## src/rtl/ratio_cfg_pkg.sv

```systemverilog
package ratio_cfg_pkg;

   typedef enum logic [1:0] {
      DEST_NONE = 2'd0,
      DEST_REF  = 2'd1,
      DEST_MAIN = 2'd2
   } dest_e;

   function automatic int max_int(input int a, input int b);
      return (a > b) ? a : b;
   endfunction

endpackage

```

## src/rtl/level_sync.sv

```systemverilog
module level_sync #(
   parameter int   STAGES  = 2,
   parameter logic RST_VAL = 1'b0
) (
   input  logic clk,
   input  logic rst_n,
   input  logic din,
   output logic level
);
   logic [STAGES-1:0] chain;

   generate
      for (genvar i = 0; i < STAGES; i++) begin : g_stage
         if (i == 0) begin : g_first
            always_ff @(posedge clk or negedge rst_n) begin
               if (!rst_n) chain[0] <= RST_VAL;
               else        chain[0] <= din;
            end
         end else begin : g_next
            always_ff @(posedge clk or negedge rst_n) begin
               if (!rst_n) chain[i] <= RST_VAL;
               else        chain[i] <= chain[i-1];
            end
         end
      end
   endgenerate

   assign level = chain[STAGES-1];
endmodule

```

## src/rtl/rise_detect.sv

```systemverilog
module rise_detect #(
   parameter logic RST_VAL = 1'b0
) (
   input  logic clk,
   input  logic rst_n,
   input  logic level,
   output logic rise
);
   logic prev;

   always_ff @(posedge clk or negedge rst_n) begin
      if (!rst_n) prev <= RST_VAL;
      else        prev <= level;
   end

   assign rise = level & ~prev;
endmodule

```

## src/rtl/frame_shifter.sv

```systemverilog
module frame_shifter #(
   parameter int SHIFT_W = 19,
   parameter int CB      = 5
) (
   input  logic               clk,
   input  logic               rst_n,
   input  logic               shift_en,
   input  logic               bit_in,
   input  logic               clear,
   output logic [SHIFT_W-1:0] shreg,
   output logic [CB-1:0]      bit_count
);
   localparam logic [CB-1:0] SAT = CB'(SHIFT_W);

   always_ff @(posedge clk or negedge rst_n) begin
      if (!rst_n) begin
         shreg     <= '0;
         bit_count <= '0;
      end else if (clear) begin
         bit_count <= '0;
      end else if (shift_en) begin
         shreg <= {shreg[SHIFT_W-2:0], bit_in};
         if (bit_count != SAT) bit_count <= bit_count + 1'b1;
      end
   end
endmodule

```

## src/rtl/frame_router.sv

```systemverilog
module frame_router
   import ratio_cfg_pkg::*;
#(
   parameter int REF_W   = 14,
   parameter int CNT_W   = 11,
   parameter int SWL_W   = 7,
   parameter int SHIFT_W = 19,
   parameter int CB      = 5
) (
   input  logic               clk,
   input  logic               rst_n,
   input  logic               load,
   input  logic [SHIFT_W-1:0] shreg,
   input  logic [CB-1:0]      bit_count,
   output logic               ref_presc_sel,
   output logic [REF_W-1:0]   ref_ratio,
   output logic [CNT_W-1:0]   main_count,
   output logic [SWL_W-1:0]   swallow_count,
   output logic               ref_update,
   output logic               main_update
);
   localparam int REF_FRAME  = REF_W + 2;
   localparam int MAIN_FRAME = CNT_W + SWL_W + 1;
   localparam logic [CB-1:0] REF_NEED  = CB'(REF_FRAME);
   localparam logic [CB-1:0] MAIN_NEED = CB'(MAIN_FRAME);

   dest_e dest;

   always_comb begin
      dest = DEST_NONE;
      if (load) begin
         if (shreg[0]) begin
            if (bit_count >= REF_NEED)  dest = DEST_REF;
         end else begin
            if (bit_count >= MAIN_NEED) dest = DEST_MAIN;
         end
      end
   end

   always_ff @(posedge clk or negedge rst_n) begin
      if (!rst_n) begin
         ref_presc_sel <= 1'b0;
         ref_ratio     <= '0;
         main_count    <= '0;
         swallow_count <= '0;
         ref_update    <= 1'b0;
         main_update   <= 1'b0;
      end else begin
         ref_update  <= 1'b0;
         main_update <= 1'b0;
         case (dest)
            DEST_REF: begin
               ref_presc_sel <= shreg[REF_W+1];
               ref_ratio     <= shreg[REF_W:1];
               ref_update    <= 1'b1;
            end
            DEST_MAIN: begin
               main_count    <= shreg[CNT_W+SWL_W:SWL_W+1];
               swallow_count <= shreg[SWL_W:1];
               main_update   <= 1'b1;
            end
            default: ;
         endcase
      end
   end
endmodule

```

## src/rtl/serial_ratio_loader.sv

```systemverilog
module serial_ratio_loader #(
   parameter int REF_W       = 14,
   parameter int CNT_W       = 11,
   parameter int SWL_W       = 7,
   parameter int SYNC_STAGES = 2
) (
   input  logic             clk,
   input  logic             rst_n,
   input  logic             ser_clk,
   input  logic             ser_data,
   input  logic             ser_load,
   output logic             ref_presc_sel,
   output logic [REF_W-1:0] ref_ratio,
   output logic [CNT_W-1:0] main_count,
   output logic [SWL_W-1:0] swallow_count,
   output logic             ref_update,
   output logic             main_update
);
   localparam int REF_FRAME  = REF_W + 2;
   localparam int MAIN_FRAME = CNT_W + SWL_W + 1;
   localparam int SHIFT_W    = ratio_cfg_pkg::max_int(REF_FRAME, MAIN_FRAME);
   localparam int CB         = $clog2(SHIFT_W + 1);

   generate
      if (SYNC_STAGES < 2) begin : g_bad_sync
         $error("SYNC_STAGES must be at least 2");
      end
      if (REF_W < 1 || CNT_W < 1 || SWL_W < 1) begin : g_bad_width
         $error("field widths must be positive");
      end
      if (MAIN_FRAME < REF_FRAME) begin : g_bad_order
         $error("main frame must not be shorter than reference frame");
      end
   endgenerate

   logic clk_lvl, data_lvl, load_lvl;
   logic clk_rise, load_rise;
   logic [SHIFT_W-1:0] shreg;
   logic [CB-1:0]      bit_count;

   level_sync #(.STAGES(SYNC_STAGES), .RST_VAL(1'b0)) i_sync_clk (
      .clk(clk), .rst_n(rst_n), .din(ser_clk), .level(clk_lvl));
   level_sync #(.STAGES(SYNC_STAGES), .RST_VAL(1'b0)) i_sync_data (
      .clk(clk), .rst_n(rst_n), .din(ser_data), .level(data_lvl));
   level_sync #(.STAGES(SYNC_STAGES), .RST_VAL(1'b1)) i_sync_load (
      .clk(clk), .rst_n(rst_n), .din(ser_load), .level(load_lvl));

   rise_detect #(.RST_VAL(1'b0)) i_rise_clk (
      .clk(clk), .rst_n(rst_n), .level(clk_lvl), .rise(clk_rise));
   rise_detect #(.RST_VAL(1'b1)) i_rise_load (
      .clk(clk), .rst_n(rst_n), .level(load_lvl), .rise(load_rise));

   frame_shifter #(.SHIFT_W(SHIFT_W), .CB(CB)) i_shifter (
      .clk(clk), .rst_n(rst_n), .shift_en(clk_rise), .bit_in(data_lvl),
      .clear(load_rise), .shreg(shreg), .bit_count(bit_count));

   frame_router #(.REF_W(REF_W), .CNT_W(CNT_W), .SWL_W(SWL_W),
                  .SHIFT_W(SHIFT_W), .CB(CB)) i_router (
      .clk(clk), .rst_n(rst_n), .load(load_rise), .shreg(shreg),
      .bit_count(bit_count), .ref_presc_sel(ref_presc_sel),
      .ref_ratio(ref_ratio), .main_count(main_count),
      .swallow_count(swallow_count), .ref_update(ref_update),
      .main_update(main_update));
endmodule

```

## config.mk

```make
export PLATFORM = sky130hd
export DESIGN_NAME = serial_ratio_loader
export DESIGN_NICKNAME = d
export VERILOG_FILES = /design/src/rtl/ratio_cfg_pkg.sv /design/src/rtl/level_sync.sv /design/src/rtl/rise_detect.sv /design/src/rtl/frame_shifter.sv /design/src/rtl/frame_router.sv /design/src/rtl/serial_ratio_loader.sv
export SDC_FILE = /design/constraint.sdc
export NUM_CORES = 1
export LEC_CHECK = 0
export BUFFER_PORTS_ARGS = -buffer_cell sky130_fd_sc_hd__buf_2
export CAP_MARGIN = 25
export CORE_MARGIN = 4
export CORE_UTILIZATION = 57
export CTS_CLUSTER_DIAMETER = 200
export CTS_CLUSTER_SIZE = 8
export DETAILED_ROUTE_END_ITERATION = 7
export PLACE_DENSITY = 0.85
export REMOVE_ABC_BUFFERS = 1
export SLEW_MARGIN = 20
export SYNTH_ARGS = -nofsm -noshare
export SYNTH_HDL_FRONTEND = slang
export SYNTH_SLANG_ARGS = --single-unit
```

## constraint.sdc

```tcl
create_clock -name clk -period 3.1 [get_ports clk]
set_input_delay 0.155 -clock clk [delete_from_list [all_inputs] [get_ports clk]]
set_output_delay 0.155 -clock clk [all_outputs]
set_load 0.01 [all_outputs]
```

==> impl_summary.md, run 1 <==
STA
The final period utilization is 0.729. Final hold analysis gives a worst-case slack of 357 ps. The hold violation total from the final report is 0.

The slack of the critical path is 840 ps. The minimum clock period after layout is 2260 ps. Summed over all failing endpoints, the final setup total negative slack is 0 ps.

The worst pin sits at a relative slew slack of 0.524. Timing would allow up to 0.442 GHz. The count of endpoints failing setup in the final report is 0. The count of pins over their slew limit came to 0. For the pin with the worst max-slew slack, the measured transition is 711 ps. Setup repair after global routing left no endpoint under its margin. Between clock sinks in the finished design, the worst skew comes to 8.86 ps.

Hold path
The worst min-delay path category is reg2reg. For hold timing, the worst endpoint is i_sync_clk.level. The worst hold path passes through 0 cells. The start point of the worst min-delay path is i_sync_clk.chain[0].

Worst setup path
The endpoint arrival time on the critical path is 2480 ps. The cell at the slowest stage of the critical path is sky130_fd_sc_hd__nor4b_4. The critical path capture point type is a flip-flop.

Of all nets on the critical path, the largest fanout is 11. The worst reg-to-reg setup slack is 840 ps. In this run the critical register-to-register path is launched from i_shifter.bit_count[0].

Measured in cells, the most critical reg-to-reg path has a length of 5. Grouping stages by cell kind, the critical path spends the most delay in simple AND/OR/NAND/NOR gates. Together, buffers and inverters on the worst path number 1. The peak per-stage delay on the critical path is 670 ps. The type of the worst setup path is reg2reg. The signal on the critical path passes through ha_1 > a2111oi_2 > nor4b_4 > buf_4 > mux2_2. The worst register-to-register path ends at i_router.main_count[4]. The endpoint required time on the critical path is 3320 ps.

The startpoint type of the worst setup path is a flip-flop.

Power
Of the total power, the share spent switching nets is 0.224. In this run the static leakage power is 1.60 nW. Of the total power, the clock network draws 0.420. After layout, the design draws a total of 2.02 mW. The switching power total is 453 uW.

The power per standard cell area is 659 nW/um2. The share of total power dissipated in combinational logic is 0.065. The sequential share of power is 0.516. Cell internal power was estimated by the tool at 1.57 mW. The highest ir drop seen on vdd is 0.453 mV.

CTS
No sink is reached through more buffers than the 2 on the longest clock path. The sink count of the clock tree is 67. The cell sitting at the root of the clock tree is a sky130_fd_sc_hd__clkbuf_8. Clock latency on the worst-skew pair, taken at its later pin, is 330 ps. TritonCTS built the clock tree. Counting the buffers created by CTS gives 9. In this run the number of H-tree levels came out at 3. Clock-pin slew was measured on the worst setup and hold paths at 70 ps.

Synth
The netlist uses 27 different library cells. The main combinational cell family by area after synthesis is multiplexers. During synthesis, Yosys emitted a total of 0 warnings. The xor and xnor fraction of the mapped netlist area is 0. Yosys attributes the largest share of cell area to sky130_fd_sc_hd__dfrtp_1 (63%), sky130_fd_sc_hd__mux2_2 (19%), sky130_fd_sc_hd__mux2_4 (5.3%), sky130_fd_sc_hd__dfstp_2 (3.1%), sky130_fd_sc_hd__a21oi_1 (0.79%).

The area share of fa/ha/maj cells after synthesis is 0.00491. The synthesized design contains 67 register bits. After synthesis, the mean cell area works out to 16.7 um2. sky130_fd_sc_hd__dfrtp_1 takes more of the synthesized area than any other cell. The synthesized area is 2550 um2. The share of synthesized area in the top cell type comes to 0.628. After synthesis, the share of cell area in mux cells is 0.243. The area fraction in compound gates after synthesis is 0.0289.

The basic-gate share of the synthesized area counting and, or, nand and nor cells is 0.0422. The portion of the post-synthesis area used by sequential elements is 0.659. The post-synthesis instance total is 153.

Job
Across the run, the number of max-cap violations was 0.

Placement
The last weighted congestion value of the routability-driven placer is 0.856. The post-placement cell count is 241. After legalization and detailed placement, the total HPWL measured 2.86 mm. The number of I/O port buffers is 39. Timing analysis after detailed placement gives a worst setup slack of 865 ps.

Final layout
The final layout contains 210 nets. The layout cell share with drive strength beyond 1 is 0.555. The synthesis-to-layout area growth is 20.3%.

0 antenna diodes ended up in the layout. The non-filler instance count after layout is 261.

Global routing
For this run, the total global-route usage over all layers was measured as 0.191. The first global-routing pass estimated 7.62 mm of wire. The via count of the first global-routing pass is 1494. The pin count of the biggest net entering global routing is 48. After global routing the overflow that remains totals 0.

The number of antenna violations at the first check in global routing is 0.

Detailed routing
The post-detailed-route count of antenna-violating nets is 0. After detailed routing, the number of vias per cell comes to 5.38. After detailed routing, the average wire length per cell comes to 17.1 um.

The number of iterations in the first detailed-routing pass is 4. For this block, the routed nets add up to 4.47 mm of wire. The total number of vias is 1403.

After detailed routing, the number of remaining DRC violations is 0. In this run, the number of DRC markers left after iteration 0 of detailed routing was 74.

Floorplanning
The starting density of the core is 0.586. For this design the top-level I/O count stands at 40. In this run the horizontal extent of the chip is 74.9 um.

The die footprint is 5610 um2. In this run the vertical extent of the chip is 74.9 um. The placement row count is 24.

The core region is 4350 um2.

Outcome
The run finished with clean final reports.
==> worst register-to-register path: stages, from the launching register on <==
cell and delay [ps]:
sky130_fd_sc_hd__dfrtp_1 440, sky130_fd_sc_hd__ha_1 250, sky130_fd_sc_hd__a2111oi_2 90, sky130_fd_sc_hd__nor4b_4 670, sky130_fd_sc_hd__buf_4 340, sky130_fd_sc_hd__mux2_2 360
==> layout by cell type, fill, tap and decap left out, types with 2 or more instances in the layout <==
cell / instances
sky130_fd_sc_hd__nand2b_1: 2
sky130_fd_sc_hd__bufinv_16: 3
sky130_fd_sc_hd__o21ai_0: 3
sky130_fd_sc_hd__dfrtp_1: 64
sky130_fd_sc_hd__a21oi_1: 4
sky130_fd_sc_hd__buf_2: 38
sky130_fd_sc_hd__clkbuf_8: 9
sky130_fd_sc_hd__mux2_4: 9
sky130_fd_sc_hd__or3_1: 3
sky130_fd_sc_hd__dfstp_2: 3
sky130_fd_sc_hd__inv_1: 2
sky130_fd_sc_hd__dlygate4sd3_1: 4
sky130_fd_sc_hd__clkinv_2: 2
sky130_fd_sc_hd__mux2_2: 43
sky130_fd_sc_hd__buf_4: 3
sky130_fd_sc_hd__nand2_1: 3
==> metal layers <==
metal  GRT usage  up-vias  part of all wire
met5           0        -                 0
met4       0.101        0             0.015
met1       0.247      720              0.42
met3      0.0494        7             0.039
li1            -      649                 -
met2       0.299       27              0.53
==> what timing repair did <==
action	4_1_cts	5_1_grt
gates resized for setup	0	0
hold buffers	3	1
buffers inserted	0	0
hold endpoints to repair	3	43
endpoints found under the setup margin	0	0
==> kinds of logic after synthesis <==
family	after synthesis
DFF	67
adders and majority gates	1
buffers and inverters	7
AOI/OAI and AO/OA	11
muxes	52
and+or+nand+nor	15
==> synthesized netlist by cell type <==
library cell and count:
sky130_fd_sc_hd__a2111oi_2 1, sky130_fd_sc_hd__a211o_1 1, sky130_fd_sc_hd__a21oi_1 4, sky130_fd_sc_hd__buf_12 1
sky130_fd_sc_hd__buf_2 1, sky130_fd_sc_hd__buf_4 1, sky130_fd_sc_hd__buf_6 1, sky130_fd_sc_hd__clkbuf_2 1
sky130_fd_sc_hd__dfrtp_1 64, sky130_fd_sc_hd__dfstp_2 3, sky130_fd_sc_hd__ha_1 1, sky130_fd_sc_hd__inv_1 2
sky130_fd_sc_hd__mux2_2 43, sky130_fd_sc_hd__mux2_4 9, sky130_fd_sc_hd__nand2_1 3, sky130_fd_sc_hd__nand2b_1 2
sky130_fd_sc_hd__nand3_1 1, sky130_fd_sc_hd__nand3_2 1, sky130_fd_sc_hd__nand3b_1 1, sky130_fd_sc_hd__nor2_4 1
sky130_fd_sc_hd__nor2b_1 1, sky130_fd_sc_hd__nor4b_2 1, sky130_fd_sc_hd__nor4bb_1 1, sky130_fd_sc_hd__o211ai_1 1
sky130_fd_sc_hd__o21ai_0 3, sky130_fd_sc_hd__o31ai_1 1, sky130_fd_sc_hd__or3_1 3
==> per-stage QoR <==
step	area (um2)	util
3_5_place_dp	2790	0.640
4_1_cts	3060	0.702
2_1_floorplan	2500	-
3_3_place_gp	2790	0.640
5_1_grt	3070	0.705
6_report	3070	0.705
==> power by group through the flow <==
stage	registers [mW]	clock network, mW	logic (mW)
floorplan	1.03	0	0.0919
global placement	1.05	0	0.118
detailed placement	1.06	0	0.126
CTS	1.04	0.867	0.133
global route	1.06	0.908	0.146
finish	1.04	0.848	0.131
==> worst max-delay path by stage <==
stage	slack, ps	from	end	cells after the start
after floorplan	460	i_shifter.bit_count[0]	i_router.main_count[0]	4
after global placement	970	i_shifter.bit_count[0]	i_router.main_count[10]	5
after detailed placement	860	i_shifter.bit_count[0]	i_router.main_count[5]	5
after CTS	840	i_shifter.bit_count[0]	i_router.main_count[10]	5
after global routing	690	i_shifter.bit_count[0]	i_router.main_count[10]	5
final	840	i_shifter.bit_count[0]	i_router.main_count[4]	5
==> final cells by class <==
type	instances	area [um2]
clock buffers	9	124
clock inverters	7	116
fillers	267	1290
inverters	2	7.51
multi-input cells	79	822
flip-flops and latches	67	1680
well taps	52	65.1
repair buffers	45	253
==> sequential cells by signal, summed over array words and instances (netlist names), 5 cells and up <==
signal	cells
i_router.swallow_count	7
i_shifter.bit_count	5
i_shifter.shreg	19
i_router.main_count	11
i_router.ref_ratio	14
Note: power is estimated with default switching activity, not from simulation.
==> run 2, diff against run 1 <==
- ABC_AREA: not set -> 1
- CORE_UTILIZATION: 57 -> 55
- PLACE_DENSITY: 0.85 -> 0.83
- clock period: 3.1 -> 2.1 ns (I/O delays scaled with it)
==> run 2 against run 1 <==
  * Die area grew 3.3%
  * Highest routed layer unchanged
  * Final area shrank 0.33%
  * Worst setup slack lost 410 ps
  * Routed wire length grew 7.2%
  * Hold slack lost 56 ps
  * Combinational power grew to 2.7 times the previous value
==> impl_summary.md, run 2 <==
Global routing
The pin count of the biggest net entering global routing is 43. The first-pass GRT wire length is 8.40 mm. The total overflow left after global routing is 0. The number of antenna violations at the first check in global routing is 0. The via count of the first global-routing pass is 1801. The aggregate global-route resource usage is 0.180.

Synth
The async set-reset flop share out of synthesis is 1.00. Synthesis inferred 67 register bits. The portion of the post-synthesis area used by sequential elements is 0.659. The post-synthesis instance total is 263. In the synthesized netlist the dominant register cell turns out to be sky130_fd_sc_hd__dfrtp_1. The synthesized design contains 0 enable-type register cells. In the synthesized netlist, the cells that appear most often are sky130_fd_sc_hd__nand2_1 (89), sky130_fd_sc_hd__dfrtp_1 (64), sky130_fd_sc_hd__o21ai_0 (36). Yosys instantiated no cell more often than sky130_fd_sc_hd__nand2_1. After synthesis, the cell types taking the most area are sky130_fd_sc_hd__dfrtp_1 (63%), sky130_fd_sc_hd__nand2_1 (13%), sky130_fd_sc_hd__o21ai_0 (7.1%), sky130_fd_sc_hd__nand3_1 (4.9%), sky130_fd_sc_hd__inv_1 (3.2%). Of the post-synthesis cell area, the dominant cell type holds 0.628. The library cell with the largest summed area after synthesis is sky130_fd_sc_hd__dfrtp_1. The average instance area after synthesis is 9.70 um2.

The netlist uses 18 different library cells. The cell area that synthesis handed to floorplanning was 2550 um2. The warning count from the yosys run is 0.

CTS
The tree built by TritonCTS fans out to 67 sinks. The number of CTS-inserted buffers is 9. The clock-pin slew on the worst setup and hold paths is 60 ps. The source-to-sink clock delay at the later pin of the worst-skew pair is 340 ps. The maximum clock insertion buffer count is 2.

The CTS tree is done. Post-CTS repair changed the size of 0 cells. The root buffer cell chosen for the clock tree is sky130_fd_sc_hd__clkbuf_8. In this run the number of H-tree levels came out at 3.

Final layout
The non-filler instance count after layout is 370. Relative to the synthesized area, the layout overhead comes to 19.9%. The antenna diode count is 0. The largest registers in the layout are i_shifter.shreg (19), i_router.ref_ratio (14), i_router.main_count (11).

The number of inserted filler cells in the final layout is 328. The library cells used most frequently in the layout, excluding fill and tap cells, are sky130_fd_sc_hd__nand2_1 (89), sky130_fd_sc_hd__dfrtp_1 (64), sky130_fd_sc_hd__buf_2 (39). The register with the most flip-flops in the layout has 19 of them.

The most common cell after layout, fill and taps aside is sky130_fd_sc_hd__nand2_1. The multi-input combinational cells in the finished layout cover a total of 728 um2. In the final layout, the share of cells above drive strength 1 is 0.204. At the end of the flow, the number of nets in the layout was 319.

The register area is 1680 um2. More flip-flops sit in one register than any other, and that register is i_shifter.shreg.

Worst setup path
For flop-to-flop paths, the worst setup slack is 430 ps. The library cell appearing most often on the critical path is sky130_fd_sc_hd__nand2_1. The worst reg2reg path depth is 6.

The worst register-to-register path ends at i_router.main_count[2]. For this run, the slowest stage of the critical path takes 440 ps. Among all stages on the critical path, the largest delay is contributed by sky130_fd_sc_hd__dfrtp_1. The beginning of the worst register-to-register path is i_shifter.bit_count[0].

The endpoint required time on the critical path is 2320 ps. The type of the worst setup path is reg2reg. For the worst setup path, the data arrival time is 1900 ps. Of all nets on the critical path, the largest fanout is 10.

The worst setup path is captured at a flip-flop. The startpoint of the worst setup timing path is i_shifter.bit_count[0]. The critical path goes through ha_1 > a21oi_1 > nand2_1 > buf_4 > nand3_1 > nand2_1. The startpoint type of the worst setup path is a flip-flop.

Placement
Port buffering added 39 buffers. The last weighted congestion value of the routability-driven placer is 0.808. The post-placement cell count is 350. The sum of net half-perimeters after detailed placement is 3.27 mm.

STA
For the final routed database, the setup TNS stands at 0 ps. The count of pins over their slew limit is 0. Static timing analysis puts the maximum clock frequency at 0.598 GHz. The count of endpoints failing setup in the final report is 0. The clock skew is 7.17 ps. The transition time of the tightest slew-check pin is 594 ps. Setup repair after global routing left no endpoint under its margin. The final period utilization is 0.796.

The worst slew margin relative to its limit is 0.604. The minimum clock period after layout is 1670 ps. The hold violation total from the final report is 0.

Outcome
The run finished with clean final reports.

Power
The cell-internal power is 2.12 mW. Across the VDD grid, the largest voltage drop is 0.544 mV. Overall power consumption after layout is estimated at 2.90 mW. The leakage power figure is 1.68 nW. The switching power total is 787 uW. The switching share of total power is 0.271. Power spread over the standard cell area amounts to 949 nW/um2.

Of the total power, registers draw 0.515. The clock share of power is 0.364. The share of power burned in combinational logic is 0.121.

Floorplanning
The region available for standard cell placement spans 4410 um2. During I/O placement, the number of pins put on the boundary was 40. The y dimension of the die is 76.1 um. The starting density of the core is 0.578. The placement row count is 24. The die footprint is 5790 um2. The width of the chip is 76.1 um.

Detailed routing
The mean routed wirelength per cell is 13.0 um. The number of DRC markers after the initial detailed-route iteration is 138. The total number of vias is 1883.

After detailed routing, the number of remaining DRC violations is 0. The final layout contains routed wiring with a total length of 4.80 mm. The first TritonRoute pass finished after 4 iterations. In this run the remaining antenna-violating nets after routing total 0. The via density per instance is 5.09.

Hold path
The path class of the tightest hold or removal check is in2async.

Job
Max-cap violations in this run came to 0.
## run 2: cell type report
class | instances | share of cell area
clock inverter | 2 | 0.0115
inverter | 23 | 0.0282
sequential | 67 | 0.550
tap | 52 | 0.0213
timing repair buffer | 50 | 0.0982
clock buffer | 14 | 0.0532
multi-input combinational | 162 | 0.238
## run 2: how the worst max path moves through the flow
stage | endpoint | slack [ps] | depth (start not counted)
floorplan | i_router.main_count[0] | 440 | 5
global placement | i_router.main_count[9] | 530 | 6
detailed placement | i_router.main_count[2] | 420 | 6
CTS | i_router.main_count[2] | 420 | 6
global route | i_router.main_count[5] | 240 | 6
finish | i_router.main_count[2] | 430 | 6
## run 2: repair_timing
action | CTS | global route
setup buffers | 0 | 0
hold buffers | 4 | 0
hold endpoints to repair | 28 | 0
endpoints found under the setup margin | 0 | 0
## run 2: routing by layer
metal,part of all wire,global-route usage,up-vias,wire length [um]
li1,-,-,941,-
met1,0.45,0.234,883,2140
met2,0.48,0.273,51,2280
met3,0.063,0.0662,8,304
met4,0.016,0.0752,0,76
met5,0,0,-,0
## run 2: cell families after synthesis
group	Yosys count	synth area share
buffers and inverters	34	0.0559
and+or+nand+nor	122	0.203
xor gates and xnor gates	1	0.00343
AOI/OAI and AO/OA	38	0.0745
DFF	67	0.659
adders and majority gates	1	0.00490
## run 2: metrics by stage
step | worst slack, ps | hold WS (ps) | utilization | cell area [um2]
after floorplan | 440 | -191 | - | 2490
after global placement | 531 | 134 | 0.639 | 2820
after detailed placement | 423 | 140 | 0.639 | 2820
after CTS | 420 | 321 | 0.693 | 3060
after global routing | 244 | 364 | 0.693 | 3060
final | 429 | 301 | 0.693 | 3060
## run 2: power groups by stage
stage	sequential, mW	clock [mW]	combinational [mW]
2_1_floorplan	1.49	0	0.216
3_3_place_gp	1.51	0	0.330
3_5_place_dp	1.52	0	0.350
4_1_cts	1.50	1.07	0.356
5_1_grt	1.51	1.14	0.410
6_report	1.50	1.06	0.351
## run 2: worst max-delay path, delay by kind of cell, from the launching register on
family / cells / cell delay (ps)
flops: 1 / 440
simple gates: 3 / 410
compound gates: 1 / 150
buf+inv: 1 / 280
fa+ha+maj: 1 / 290
==> run 3, diff against run 2 <==
- clock period: 2.1 -> 1.55 ns (I/O delays scaled with it)
==> run 3 against run 2 <==
  * Non-clock buffer count up 4
  * Clock skew about the same
  * Hold slack got worse by 51 ps
  * Power increased by 39%
  * Maximum frequency up 16%
  * Critical endpoint is now i_router.swallow_count[3]
  * Largest cell class unchanged
  * Largest power group unchanged
  * Highest routed layer unchanged
==> impl_summary.md, run 3 (synthesis gave the netlist of run 2 again) <==
STA
The routed design could run at a clock period as short as 1440 ps. The count of pins over their slew limit is 0. The clock skew is 7.65 ps. The count of endpoints failing setup in the final report is 0. After routing, the total negative slack on setup checks comes to 0 ps. The final period utilization is 0.932. The hold violation total from the final report is 0. The transition time of the tightest slew-check pin is 525 ps. Timing would allow up to 0.692 GHz. Once routing completed, OpenROAD measured the worst setup slack at 106 ps. Final hold analysis gives a worst-case slack of 250 ps. In this run the tightest slew margin relative to its limit is 0.650.

Outcome
The flow ran to the end, and the final reports show no timing, DRC or antenna violations.

Detailed routing
The DRC violation count after routing is 0. Dividing the detail-routed wire length by the instance count gives 12.9 um. The number of iterations in the first detailed-routing pass is 4. The count of nets left with antenna violations once routing finished came out at 0. The number of DRC markers after the initial detailed-route iteration is 107.

After detailed routing, the number of vias per cell comes to 5.01. The post-detailed-routing wire length is 4.81 mm. The total number of vias is 1872.

Global routing
Entering global routing, the biggest net connects 36 pins. The via count of the first global-routing pass came to 1883. The aggregate global-route resource usage is 0.184. The number of antenna violations at the first check in global routing is 0. The global route total overflow is 0.

The first-pass GRT wire length is 8.49 mm.

Power
Across the VDD grid, the largest voltage drop is 0.725 mV. The clock share of power is 0.368. For this design the static power due to leakage is 1.70 nW. The share of power burned in combinational logic is 0.129.

The sequential share of power is 0.503. Summing internal, switching and leakage power gives 4.02 mW. For this design the total switching power over the nets is 1.07 mW. The power per standard cell area is 1290 nW/um2. The switching share of total power is 0.267. The internal power of the cells totals 2.95 mW.

Worst setup path
The maximum net fanout on the critical path is 8. The critical path capture point type is a flip-flop. The endpoint required time on the critical path is 1830 ps.

The endpoint arrival time on the critical path is 1720 ps. STA classifies the critical path startpoint as a flip-flop. The type of the worst setup path is reg2reg.

Placement
The sum of net half-perimeters after detailed placement is 3.23 mm. Summing all placed instances gives a cell area of 2860 um2. The congestion estimate from routability-driven global placement came to 0.756. At the placement stage, the worst setup path has a slack of 44.0 ps.

During placement, the flow inserted port buffers numbering 39.

Final layout
Summing all multi-input logic gate instances after layout gives 736 um2. The area of all placed cells without fillers is 3120 um2. The register area is 1680 um2. The library cell used most frequently in the layout, excluding fill and tap cells, is sky130_fd_sc_hd__nand2_1. The register with the most flip-flops in the layout has 19 of them. In the final layout, the registers with the most flip-flops are i_shifter.shreg (19), i_router.ref_ratio (14), i_router.main_count (11).

The layout cell share with drive strength beyond 1 is 0.224. The post-layout net count is 323. The number of antenna diodes in the final layout is 0. In the layout the commonest cells are sky130_fd_sc_hd__nand2_1 (87), sky130_fd_sc_hd__dfrtp_1 (64), sky130_fd_sc_hd__buf_2 (39). The most flop-heavy register is i_shifter.shreg. Compared with the post-synthesis result, the final layout area differs by 22.2%. Fill cells in the final layout number 343.

CTS
The tree is rooted in a sky130_fd_sc_hd__clkbuf_8. The clock-pin slew on the worst setup and hold paths is 70 ps. The clock drives 67 sinks.

The maximum clock insertion buffer count is 2. TritonCTS built the clock tree. The clock reaches the later pin of the worst-skew pair after 340 ps. The number of CTS-inserted buffers is 9. The count of H-tree levels built during CTS is 3.

Floorplanning
The die is 76.1 um tall. The die footprint is 5790 um2. The floorplan step defined a core boundary enclosing 4410 um2. The placement row count is 24. Measured along the x axis, the die boundary spans 76.1 um.

The starting density of the core is 0.578. During I/O placement, the number of pins put on the boundary was 40.

Hold path
The path class of the tightest hold or removal check is in2async.

Job
Across the run, the number of max-cap violations was 0.
[run 3: cell types whose count changed in the layout (fill, tap and decap cells not counted)]
cell,before,now
sky130_fd_sc_hd__nand2_2,0,2
sky130_fd_sc_hd__nand2_1,89,87
sky130_fd_sc_hd__ha_2,0,1
sky130_fd_sc_hd__buf_4,6,9
sky130_fd_sc_hd__clkbuf_8,11,12
sky130_fd_sc_hd__ha_1,1,0
sky130_fd_sc_hd__buf_12,1,2
sky130_fd_sc_hd__clkinv_2,1,0
[run 3: cell type report]
| cell class | count | area share |
|---|---|---|
| Tap cell | 52 | 0.0209 |
| Inverter | 23 | 0.0277 |
| Timing Repair Buffer | 54 | 0.110 |
| Sequential cell | 67 | 0.539 |
| Clock buffer | 15 | 0.0566 |
| Clock inverter | 1 | 0.00963 |
| Multi-Input combinational cell | 162 | 0.236 |
[run 3: what timing repair did]
item                                    in CTS  in global routing
hold buffers                                 4                  0
gates resized for setup                      0                  3
hold endpoints to repair                    22                  0
endpoints found under the setup margin       0                 24
buffers inserted                             0                  1
[run 3: worst paths after layout]
kind                                     start                         to  slack (ps)  depth (start not counted)
setup / recovery             i_sync_load.level  i_router.swallow_count[3]         110                          6
hold / removal                           rst_n     i_router.main_count[0]         250                          2
setup reg to reg             i_sync_load.level  i_router.swallow_count[3]         110                          6
hold reg to reg            i_sync_clk.chain[0]           i_sync_clk.level         350                          0
max in group asynchronous                rst_n       i_sync_load.chain[0]         730                          3
min in group clk           i_sync_clk.chain[0]           i_sync_clk.level         350                          0
[run 3: through the flow]
| stage | util | cells |
|---|---|---|
| 3_5_place_dp | 0.647 | 353 |
| 4_1_cts | 0.703 | 373 |
| 3_3_place_gp | 0.647 | 353 |
| 5_1_grt | 0.706 | 374 |
| 2_1_floorplan | - | 252 |
| 6_report | 0.706 | 374 |
[run 3: power by group through the flow]
stage	logic [mW]	registers (mW)	clock network (mW)
floorplan	0.293	2.02	0
detailed placement	0.500	2.05	0
global placement	0.489	2.04	0
finish	0.520	2.02	1.48
CTS	0.512	2.02	1.51
global route	0.596	2.05	1.59
[run 3: critical path, stage by stage (launching register included)]
cell and delay [ps]:
sky130_fd_sc_hd__dfstp_2 550, sky130_fd_sc_hd__nand2_2 110, sky130_fd_sc_hd__nor3_4 250, sky130_fd_sc_hd__buf_4 170
sky130_fd_sc_hd__buf_4 150, sky130_fd_sc_hd__nand3_1 80, sky130_fd_sc_hd__nand2_1 70
[run 3: metal layers]
layer  track usage  part of all wire
met5             0                 0
met4         0.105             0.019
met3        0.0520             0.051
met2         0.285              0.47
met1         0.231              0.46
